[src/rtl/dpc_pkg.sv]
package dpc_pkg;
  typedef struct packed {
    logic clear;
    logic loadHi;
    logic loadLo;
    logic run;
  } dpcStrobe_t;
endpackage

[src/rtl/dpc_ctrl.sv]
module dpc_ctrl
  import dpc_pkg::*;
#(
  parameter int ADDR_W = 3,
  parameter int WORD_W = 32,
  parameter int FRAC   = 9,
  localparam int LIM_W  = WORD_W - 1 - FRAC,
  localparam int LO_BITS = WORD_W - FRAC,
  localparam int CNT_W  = 2 * WORD_W - 1 - FRAC
) (
  input  logic              clk,
  input  logic              rstN,
  input  logic              regWrEn,
  input  logic              regRdEn,
  input  logic [ADDR_W-1:0] regAddr,
  input  logic [WORD_W-1:0] regWrData,
  output logic [WORD_W-1:0] regRdData,
  input  logic              modeStrobe,
  input  logic              modeUser,
  input  logic [CNT_W-1:0]  cntQ,
  input  logic              wrapEvt,
  output dpcStrobe_t        strb,
  output logic              userMode,
  output logic [LIM_W-1:0]  limitQ,
  output logic              irqOut
);
  localparam logic [ADDR_W-1:0] W_HI    = ADDR_W'(0);
  localparam logic [ADDR_W-1:0] W_LO    = ADDR_W'(1);
  localparam logic [ADDR_W-1:0] W_NORST = ADDR_W'(2);
  localparam logic [ADDR_W-1:0] W_RUN   = ADDR_W'(3);

  logic running, reached, irqQ, modeChange;
  logic unusedCtrl;
  assign unusedCtrl = ^{regWrData[WORD_W-1], regWrData[FRAC-1:1]};

  assign modeChange = modeStrobe && (modeUser != userMode);
  assign irqOut = irqQ;

  always_comb begin
    strb.clear  = modeChange || (regWrEn && regAddr == W_HI && !userMode);
    strb.loadHi = !modeChange && regWrEn && regAddr == W_HI && userMode;
    strb.loadLo = !modeChange && regWrEn && regAddr == W_LO && userMode;
    strb.run    = running;
  end

  always_ff @(posedge clk or negedge rstN) begin
    if (!rstN) begin
      userMode <= 1'b0;
      running  <= 1'b1;
      limitQ   <= '0;
      reached  <= 1'b0;
      irqQ     <= 1'b0;
    end else if (modeChange) begin
      userMode <= modeUser;
      running  <= !modeUser;
      reached  <= 1'b0;
      irqQ     <= 1'b0;
    end else begin
      if (regWrEn) begin
        case (regAddr)
          W_HI: begin
            reached <= 1'b0;
            if (!userMode) begin
              limitQ <= regWrData[WORD_W-2:FRAC];
              irqQ   <= 1'b0;
            end
          end
          W_LO:    if (userMode) reached <= 1'b0;
          W_NORST: limitQ <= regWrData[WORD_W-2:FRAC];
          W_RUN:   if (userMode) running <= regWrData[0];
          default: ;
        endcase
      end
      if (regRdEn && regAddr == W_HI && !userMode) begin
        reached <= 1'b0;
        irqQ    <= 1'b0;
      end
      if (wrapEvt) begin
        if (userMode) reached <= 1'b1;
        else if (limitQ != '0) begin
          reached <= 1'b1;
          irqQ    <= 1'b1;
        end
      end
    end
  end

  always_comb begin
    regRdData = '0;
    case (regAddr)
      W_HI:  regRdData = userMode ? {reached, cntQ[CNT_W-1:LO_BITS]}
                                  : {1'b0, limitQ, {FRAC{1'b0}}};
      W_LO:  regRdData = userMode ? {cntQ[LO_BITS-1:0], {FRAC{1'b0}}}
                                  : {reached, cntQ[LIM_W-1:0], {FRAC{1'b0}}};
      W_RUN: regRdData = {{(WORD_W-1){1'b0}}, running};
      default: regRdData = '0;
    endcase
  end
endmodule

[src/rtl/dpc_datapath.sv]
module dpc_datapath
  import dpc_pkg::*;
#(
  parameter int WORD_W = 32,
  parameter int FRAC   = 9,
  localparam int LIM_W   = WORD_W - 1 - FRAC,
  localparam int LO_BITS = WORD_W - FRAC,
  localparam int CNT_W   = 2 * WORD_W - 1 - FRAC,
  localparam int HI_BITS = CNT_W - LO_BITS
) (
  input  logic              clk,
  input  logic              rstN,
  input  logic              tick,
  input  dpcStrobe_t        strb,
  input  logic              userMode,
  input  logic [LIM_W-1:0]  limitQ,
  input  logic [WORD_W-1:0] loadData,
  output logic [CNT_W-1:0]  cntQ,
  output logic              wrapEvt
);
  logic [CNT_W-1:0] ceilQ;
  logic [CNT_W:0]   nextQ;
  logic             advance, wrap;

  always_comb begin
    if (userMode)            ceilQ = '1;
    else if (limitQ == '0)   ceilQ = CNT_W'({LIM_W{1'b1}});
    else                     ceilQ = CNT_W'(limitQ);
  end

  assign nextQ   = {1'b0, cntQ} + 1'b1;
  assign wrap    = nextQ >= {1'b0, ceilQ};
  assign advance = tick && strb.run && !strb.clear && !strb.loadHi && !strb.loadLo;
  assign wrapEvt = advance && wrap;

  always_ff @(posedge clk or negedge rstN) begin
    if (!rstN) begin
      cntQ <= '0;
    end else if (strb.clear) begin
      cntQ <= '0;
    end else if (strb.loadHi || strb.loadLo) begin
      if (strb.loadHi) cntQ[CNT_W-1:LO_BITS] <= loadData[HI_BITS-1:0];
      if (strb.loadLo) cntQ[LO_BITS-1:0]     <= loadData[WORD_W-1:FRAC];
    end else if (advance) begin
      cntQ <= wrap ? '0 : nextQ[CNT_W-1:0];
    end
  end
endmodule

[src/rtl/dual_mode_counter.sv]
module dual_mode_counter
  import dpc_pkg::*;
(
  input  logic        clk,
  input  logic        rstN,
  input  logic        regWrEn,
  input  logic        regRdEn,
  input  logic [2:0]  regAddr,
  input  logic [31:0] regWrData,
  output logic [31:0] regRdData,
  input  logic        tick,
  input  logic        modeStrobe,
  input  logic        modeUser,
  output logic        irqOut
);
  localparam int WORD_W = 32;
  localparam int FRAC   = 9;
  localparam int LIM_W  = WORD_W - 1 - FRAC;
  localparam int CNT_W  = 2 * WORD_W - 1 - FRAC;

  dpcStrobe_t       strb;
  logic             userMode, wrapEvt;
  logic [LIM_W-1:0] limitQ;
  logic [CNT_W-1:0] cntQ;

  dpc_ctrl #(.ADDR_W(3), .WORD_W(WORD_W), .FRAC(FRAC)) u_ctrl (
    .clk(clk), .rstN(rstN), .regWrEn(regWrEn), .regRdEn(regRdEn),
    .regAddr(regAddr), .regWrData(regWrData), .regRdData(regRdData),
    .modeStrobe(modeStrobe), .modeUser(modeUser), .cntQ(cntQ),
    .wrapEvt(wrapEvt), .strb(strb), .userMode(userMode),
    .limitQ(limitQ), .irqOut(irqOut)
  );

  dpc_datapath #(.WORD_W(WORD_W), .FRAC(FRAC)) u_dp (
    .clk(clk), .rstN(rstN), .tick(tick), .strb(strb),
    .userMode(userMode), .limitQ(limitQ), .loadData(regWrData),
    .cntQ(cntQ), .wrapEvt(wrapEvt)
  );
endmodule

[config.mk]
export PLATFORM = sky130hd
export DESIGN_NAME = dual_mode_counter
export DESIGN_NICKNAME = d
export VERILOG_FILES = /design/src/rtl/dpc_pkg.sv /design/src/rtl/dpc_ctrl.sv /design/src/rtl/dpc_datapath.sv /design/src/rtl/dual_mode_counter.sv
export SDC_FILE = /design/constraint.sdc
export NUM_CORES = 1
export LEC_CHECK = 0
export BUFFER_PORTS_ARGS = -buffer_cell sky130_fd_sc_hd__buf_2
export CAP_MARGIN = 10
export CORE_MARGIN = 8
export CORE_UTILIZATION = 55
export DETAILED_ROUTE_END_ITERATION = 12
export PLACE_DENSITY_LB_ADDON = 0.1
export SLEW_MARGIN = 20
export SYNTH_ARGS = -nofsm -noshare
export SYNTH_HDL_FRONTEND = slang
export SYNTH_SLANG_ARGS = --single-unit
[constraint.sdc]
create_clock -name clk -period 7.3 [get_ports clk]
set_input_delay 1.46 -clock clk [delete_from_list [all_inputs] [get_ports clk]]
set_output_delay 1.46 -clock clk [all_outputs]
set_load 0.01 [all_outputs]
### After elaboration in Yosys (flattened, before gate mapping)

Index checks and enable logic that the tools add are counted.

* add/subtract/negate cells: 1
* $lt $le $gt $ge: 1
* equality and inequality tests: 7
* mux-type cells: 33
* bitwise logic cells: 1
* reduce and logical (&&, ||, !) cells: 35

Operators with widths (count)
* two-way mux 54 bit: 5
* case mux 32 bit (3 select lines): 1
* two-way mux 32 bit: 2
* adder 54 x 1 -> 55 bit, second input constant: 1
* >= comparator 55 x 54 -> 1 bit: 1
* two-way mux 22 bit: 2
* case mux 22 bit (2 select lines): 1
* two-way mux 31 bit: 1
* two-way mux 23 bit: 1
* zero test 22 bit: 1
* nonzero test 22 bit: 1
* two-way mux 1 bit: 19
* logical AND 1 bit: 15
* nonzero test 2 bit: 4
* == test 3 x 2 -> 1 bit, second input constant: 2
* zero test 1 bit: 6
* != test 3 x 1 -> 1 bit, second input constant: 2
* AND reduction 2 bit: 2
* AND reduction 4 bit: 1
* == test 3 x 1 -> 1 bit, second input constant: 1
* zero test 3 bit: 1
* AND reduction 3 bit: 1
* nonzero test 3 bit: 1
* logical OR 1 bit: 2
* 4 further kinds: 4

* bits in registers: 80
* logic and storage cells: 85

### Logic depth before layout (Yosys ltp)

* depth after elaboration: 12
* depth in mapped cells: 19
* gate-level depth less buffers: 16

### Hierarchy

A second synthesis with hierarchy kept.

* cell total of the unflattened synthesis: 821
* area total of the unflattened synthesis: 6976.7 µm²

Modules (own cells, without submodules)
* dpc_datapath: times used 1, cells an instance 612, area an instance 5081.1 µm², sequential area each 1351.3 µm²
* dpc_ctrl: times used 1, cells an instance 209, area an instance 1895.6 µm², sequential area each 651.9 µm²

### Least setup slack after synthesis

No wires, ideal clock.

* path type: reg2reg
* start: register u_dp.cntQ[0]
* end: register u_dp.cntQ[29]
* library setup time: 0.067 ns
* arrival time: 4.139 ns
* data required time: 7.233 ns
* slack: 3.093 ns
* cell stages (with the launch flop): 18
* period minus slack after synthesis: 4.207 ns
* path through: dfrtp_1 > ha_1 > nand2_1 > nor4_2 > nand4_1 > buf_2 > nor4_2 > nand3_1 > xnor2_1 > ha_1 > nand4_1 > nor3_1 > a221oi_1 > o211ai_1 > nor3_1 > nand2_1 > nor3_1 > a221o_1

* cells in the longest elaborated chain, start to end: 6

RTL lines
* start, declared: line dpc_datapath.sv:18 `output logic [CNT_W-1:0] cntQ,`
* start signal, assigned by index: line dpc_datapath.sv:42 `if (strb.loadHi) cntQ[CNT_W-1:LO_BITS] <= loadData[HI_BITS-1:0];`
* start signal, assigned by index: line dpc_datapath.sv:43 `if (strb.loadLo) cntQ[LO_BITS-1:0] <= loadData[WORD_W-1:FRAC];`
* start signal, assigned: line dpc_datapath.sv:45 `cntQ <= wrap ? '0 : nextQ[CNT_W-1:0];`
* adder 54 x 1 -> 55 bit (*): line dpc_datapath.sv:31 `assign nextQ = {1'b0, cntQ} + 1'b1;`
* >= comparator 55 x 54 -> 1 bit: line dpc_datapath.sv:32 `assign wrap = nextQ >= {1'b0, ceilQ};`
* two-way mux 54 bit (*): line dpc_datapath.sv:45
* two-way mux 54 bit (*): line dpc_datapath.sv:44 `end else if (advance) begin`
* two-way mux 54 bit (*): line dpc_datapath.sv:41 `end else if (strb.loadHi || strb.loadLo) begin`
* two-way mux 54 bit (*): line dpc_datapath.sv:39 `end else if (strb.clear) begin`

Every way passes the cells marked *; elsewhere a longest branch is shown, timed or not. The select of a mux whose other input is x is not followed.
A chain may end at the register's enable or synchronous reset.

### Worst setup path in the final report

Ends and elaborated chain as after synthesis.

==> insert_results.sql <==
INSERT INTO impl_metrics (metric_group, metric, value, unit) VALUES
('yosys', 'fraction_of_the_yosys_area_taken_by_sequential_cells', '28.8', '%'),
('route', 'detail_route.drc_violations', '0', ''),
('critical_path', 'worst_r2r_path_depth', '17', ''),
('cells_and_area', 'post_route_cells_drive_above_1_share', '16.6', '%'),
('critical_path', 'critical_path_class', 'flop to flop', ''),
('route', 'routed-via-count', '7186', ''),
('yosys', 'synthesized_area_per_cell', '8.17', 'sq um'),
('sta', 'layout_worst_path_cycle_share', '81.6', '%'),
('global_routing', 'first_global_vias', '6927', ''),
('clock_tree', 'cts_num_sinks', '80', ''),
('cells_and_area', 'nNetsFinal', '988', ''),
('clock_tree', 'clockRootBuffer', 'sky130_fd_sc_hd__clkbuf_16', ''),
('clock_tree', 'clock_tree.htree_level_count', '3', ''),
('sta', 'maxSlewViolCount', '0', ''),
('critical_path', 'worstReg2RegStart', 'u_dp.cntQ[0]', ''),
('sta', 'timing.final.setup_violations', '0', ''),
('sta', 'max_clock_freq', '168', 'MHz'),
('place', 'dp_hpwl', '18100', 'um'),
('yosys', 'synth-warning-count', '0', ''),
('global_routing', 'grt_start_max_net_pins', '54', ''),
('floorplanning', 'die_x', '128', 'um'),
('sta', 'finalClockSkew', '0.00734', 'ns'),
('place', 'port-buffer-count', '74', ''),
('clock_tree', 'clock_insertion_delay_worst_skew', '0.35', 'ns'),
('pwr', 'ir_worst_vdd', '144', 'uV'),
('sta', 'setup_total_negative_slack', '0', 'ns'),
('yosys', 'post_synth_num_cell_types', '64', ''),
('floorplanning', 'placement_rows', '41', ''),
('yosys', 'postSynthRegisterBits', '80', ''),
('cells_and_area', 'postLayoutCellArea', '7760', 'sq um'),
('cells_and_area', 'count_of_non_filler_cells_in_the_finished_layout', '1069', ''),
('floorplanning', 'die-area', '16500', 'sq um'),
('yosys', 'netlist_area', '6960', 'sq um'),
('global_routing', 'total_routing_usage_gr', '30.1', '%'),
('route', 'detail_route.first_pass.iterations', '5', ''),
('critical_path', 'cp-start-kind', 'flop', ''),
('clock_tree', 'cts_tree', 'yes', ''),
('clock_tree', 'ctsHoldBuffers', '0', ''),
('place', 'placed_cells_incl_taps', '1052', ''),
('yosys', 'post_synthesis_cell_count', '852', ''),
('place', 'gp_congestion', '1.00', ''),
('outcome', 'outcome', 'completed', ''),
('sta', 'rsz0062_at_grt', 'no', ''),
('sta', 'slew_headroom', '31.4', '%'),
('route', 'average_routed_wire_per_standard_cell', '23.3', 'um'),
('clock_tree', 'deepest_clock_path_buffer_count', '2', ''),
('pwr', 'report.power.total', '1.89', 'mW'),
('yosys', 'synth_enable_flop_cells', '0', ''),
('critical_path', 'worstPathMaxFanout', '16', ''),
('clock_tree', 'cts_setup_buffers', '0', ''),
('global_routing', 'grt_remaining_overflow', '0', ''),
('cells_and_area', 'area_growth_syn_to_layout', '11.5', '%'),
('route', 'first_iter_violations', '1054', ''),
('clock_tree', 'cts.reportedPaths.clkPinSlew', '0.07', 'ns'),
('critical_path', 'timing.critical_path.to_type', 'flop', ''),
('sta', 'worstMarginPinSlew', '1.03', 'ns'),
('critical_path', 'reg2reg_setup_slack', '1.35', 'ns'),
('critical_path', 'worstPathArrival', '6.24', 'ns'),
('cells_and_area', 'postLayoutCoreUtil', '62.3', '%'),
('place', 'pre_cts_slack', '1.54', 'ns'),
('floorplanning', 'num_io_pins', '75', ''),
('sta', 'fin_crit', '5.95', 'ns'),
('global_routing', 'antenna_found_initial', '1', ''),
('route', 'antenna_violating_nets_left', '0', ''),
('worst_hold_path', 'hold_path.class', 'flop to flop', ''),
('global_routing', 'grt_first_pass_wirelength', '38500', 'um'),
('yosys', 'synth_top_flop_cell', 'sky130_fd_sc_hd__dfrtp_1', ''),
('yosys', 'synth_fp_nets', '949', ''),
('route', 'routed_via_density', '6.72', ''),
('sta', 'hold_viol_final', '0', ''),
('critical_path', 'crit_start', 'u_dp.cntQ[0]', '');
## critical path: stages, from the launching register on
cell	delay [ns]
sky130_fd_sc_hd__dfrtp_1	0.45
sky130_fd_sc_hd__ha_1	0.36
sky130_fd_sc_hd__nand2_1	0.12
sky130_fd_sc_hd__nor4_2	0.24
sky130_fd_sc_hd__buf_4	0.23
sky130_fd_sc_hd__nand4_1	0.51
sky130_fd_sc_hd__nor4_2	0.62
sky130_fd_sc_hd__nand3_1	0.15
sky130_fd_sc_hd__xnor2_1	0.23
sky130_fd_sc_hd__ha_1	0.30
sky130_fd_sc_hd__nand4_1	0.16
sky130_fd_sc_hd__nor3_1	0.09
sky130_fd_sc_hd__a221oi_1	0.27
sky130_fd_sc_hd__o211ai_1	0.17
sky130_fd_sc_hd__nor3_1	0.33
sky130_fd_sc_hd__nand2_1	0.50
sky130_fd_sc_hd__nor3_1	0.90
sky130_fd_sc_hd__a221o_1	0.28
## final cells by class
class	instances	area [sq um]
fillers	1135	4700
multi-input cells	701	4700
flip-flops and latches	80	2000
repair buffers	88	478
clock buffers	11	243
well taps	172	215
clock inverters	5	80.1
inverters	11	41.3
diodes	1	2.50
## Yosys cell counts, drive strengths merged (2+ instances only)
library cell	number	share of area [%]
a211o	2	0.25
a211oi	6	0.65
a21o	9	0.97
a21oi	60	4.3
a22o	16	2.0
a22oi	3	0.32
a31o	4	0.50
a31oi	16	1.4
a32o	3	0.43
a41o	2	0.29
a41oi	7	0.88
and2	14	1.3
and3	7	0.65
and4	2	0.25
buf	10	0.67
clkbuf	50	2.7
dfrtp	79	28
ha	55	9.9
inv	11	0.59
mux2	22	3.6
mux2i	23	3.3
nand2	83	4.5
nand2b	5	0.45
nand3	25	1.9
nand4	25	2.3
nor2	104	5.6
nor2b	4	0.36
nor3	16	1.2
nor3b	2	0.22
nor4	15	1.7
o2111ai	2	0.25
o211ai	2	0.22
o21a	6	0.65
o21ai	49	3.5
o2bb2ai	6	0.75
o31ai	30	3.2
o41ai	2	0.25
or2	3	0.27
or3	5	0.54
or4	5	0.59
xnor2	38	4.8
xor2	14	1.8
## how the worst min path moves through the flow
stage / startpoint / to / cells past startpoint
floorplan: u_dp.cntQ[21] / u_dp.cntQ[21] / 2
CTS: u_dp.cntQ[21] / u_dp.cntQ[21] / 2
detailed placement: u_dp.cntQ[21] / u_dp.cntQ[21] / 2
finish: u_dp.cntQ[21] / u_dp.cntQ[21] / 2
global placement: u_dp.cntQ[21] / u_dp.cntQ[21] / 2
global route: u_dp.cntQ[21] / u_dp.cntQ[21] / 2
## sequential cells by signal, indices dropped and copies added (netlist names)
signal,flops
u_ctrl.limitQ,22
u_ctrl.userMode,1
u_ctrl.reached,1
u_dp.cntQ,54
u_ctrl.running,1
u_ctrl.irqOut,1
## kinds of logic after synthesis
| family | Yosys count | share of synthesized area [%] |
|---|---|---|
| compound gates | 231 | 21.7 |
| xor+xnor | 52 | 6.54 |
| fa+ha+maj | 55 | 9.89 |
| buf+inv | 71 | 3.99 |
| flops | 80 | 28.8 |
| mux | 45 | 6.87 |
| simple gates | 318 | 22.2 |
## power breakdown
part	total [mW]	internal [mW]	leakage, nW	switching [mW]
Combinational	0.679	0.277	2.28	0.401
Clock	0.509	0.309	0.152	0.200
Sequential	0.698	0.533	1.04	0.165
## layout by cell type (no fill, tap or decap), types with 13 or more instances in the layout
cell and count:
sky130_fd_sc_hd__dfrtp_1 79, sky130_fd_sc_hd__a31oi_1 16, sky130_fd_sc_hd__o21ai_0 48, sky130_fd_sc_hd__nor3_1 14, sky130_fd_sc_hd__buf_4 15, sky130_fd_sc_hd__ha_1 55
sky130_fd_sc_hd__nor2_1 103, sky130_fd_sc_hd__xor2_1 14, sky130_fd_sc_hd__buf_2 73, sky130_fd_sc_hd__nand3_1 23, sky130_fd_sc_hd__xnor2_1 38, sky130_fd_sc_hd__nand4_1 24
sky130_fd_sc_hd__o31ai_1 30, sky130_fd_sc_hd__mux2_2 22, sky130_fd_sc_hd__nand2_1 83, sky130_fd_sc_hd__and2_1 13, sky130_fd_sc_hd__mux2i_1 23, sky130_fd_sc_hd__a22o_1 16
sky130_fd_sc_hd__a21oi_1 60
## per-layer routing
layer | vias up | GRT usage, % | part of all wire, %
li1 | 3220 | - | -
met1 | 3412 | 39.2 | 41
met2 | 476 | 46.5 | 45
met3 | 78 | 6.33 | 11
met4 | 0 | 15.3 | 4.0
met5 | - | 0 | 0
Power figures use the tool's default switching activity.
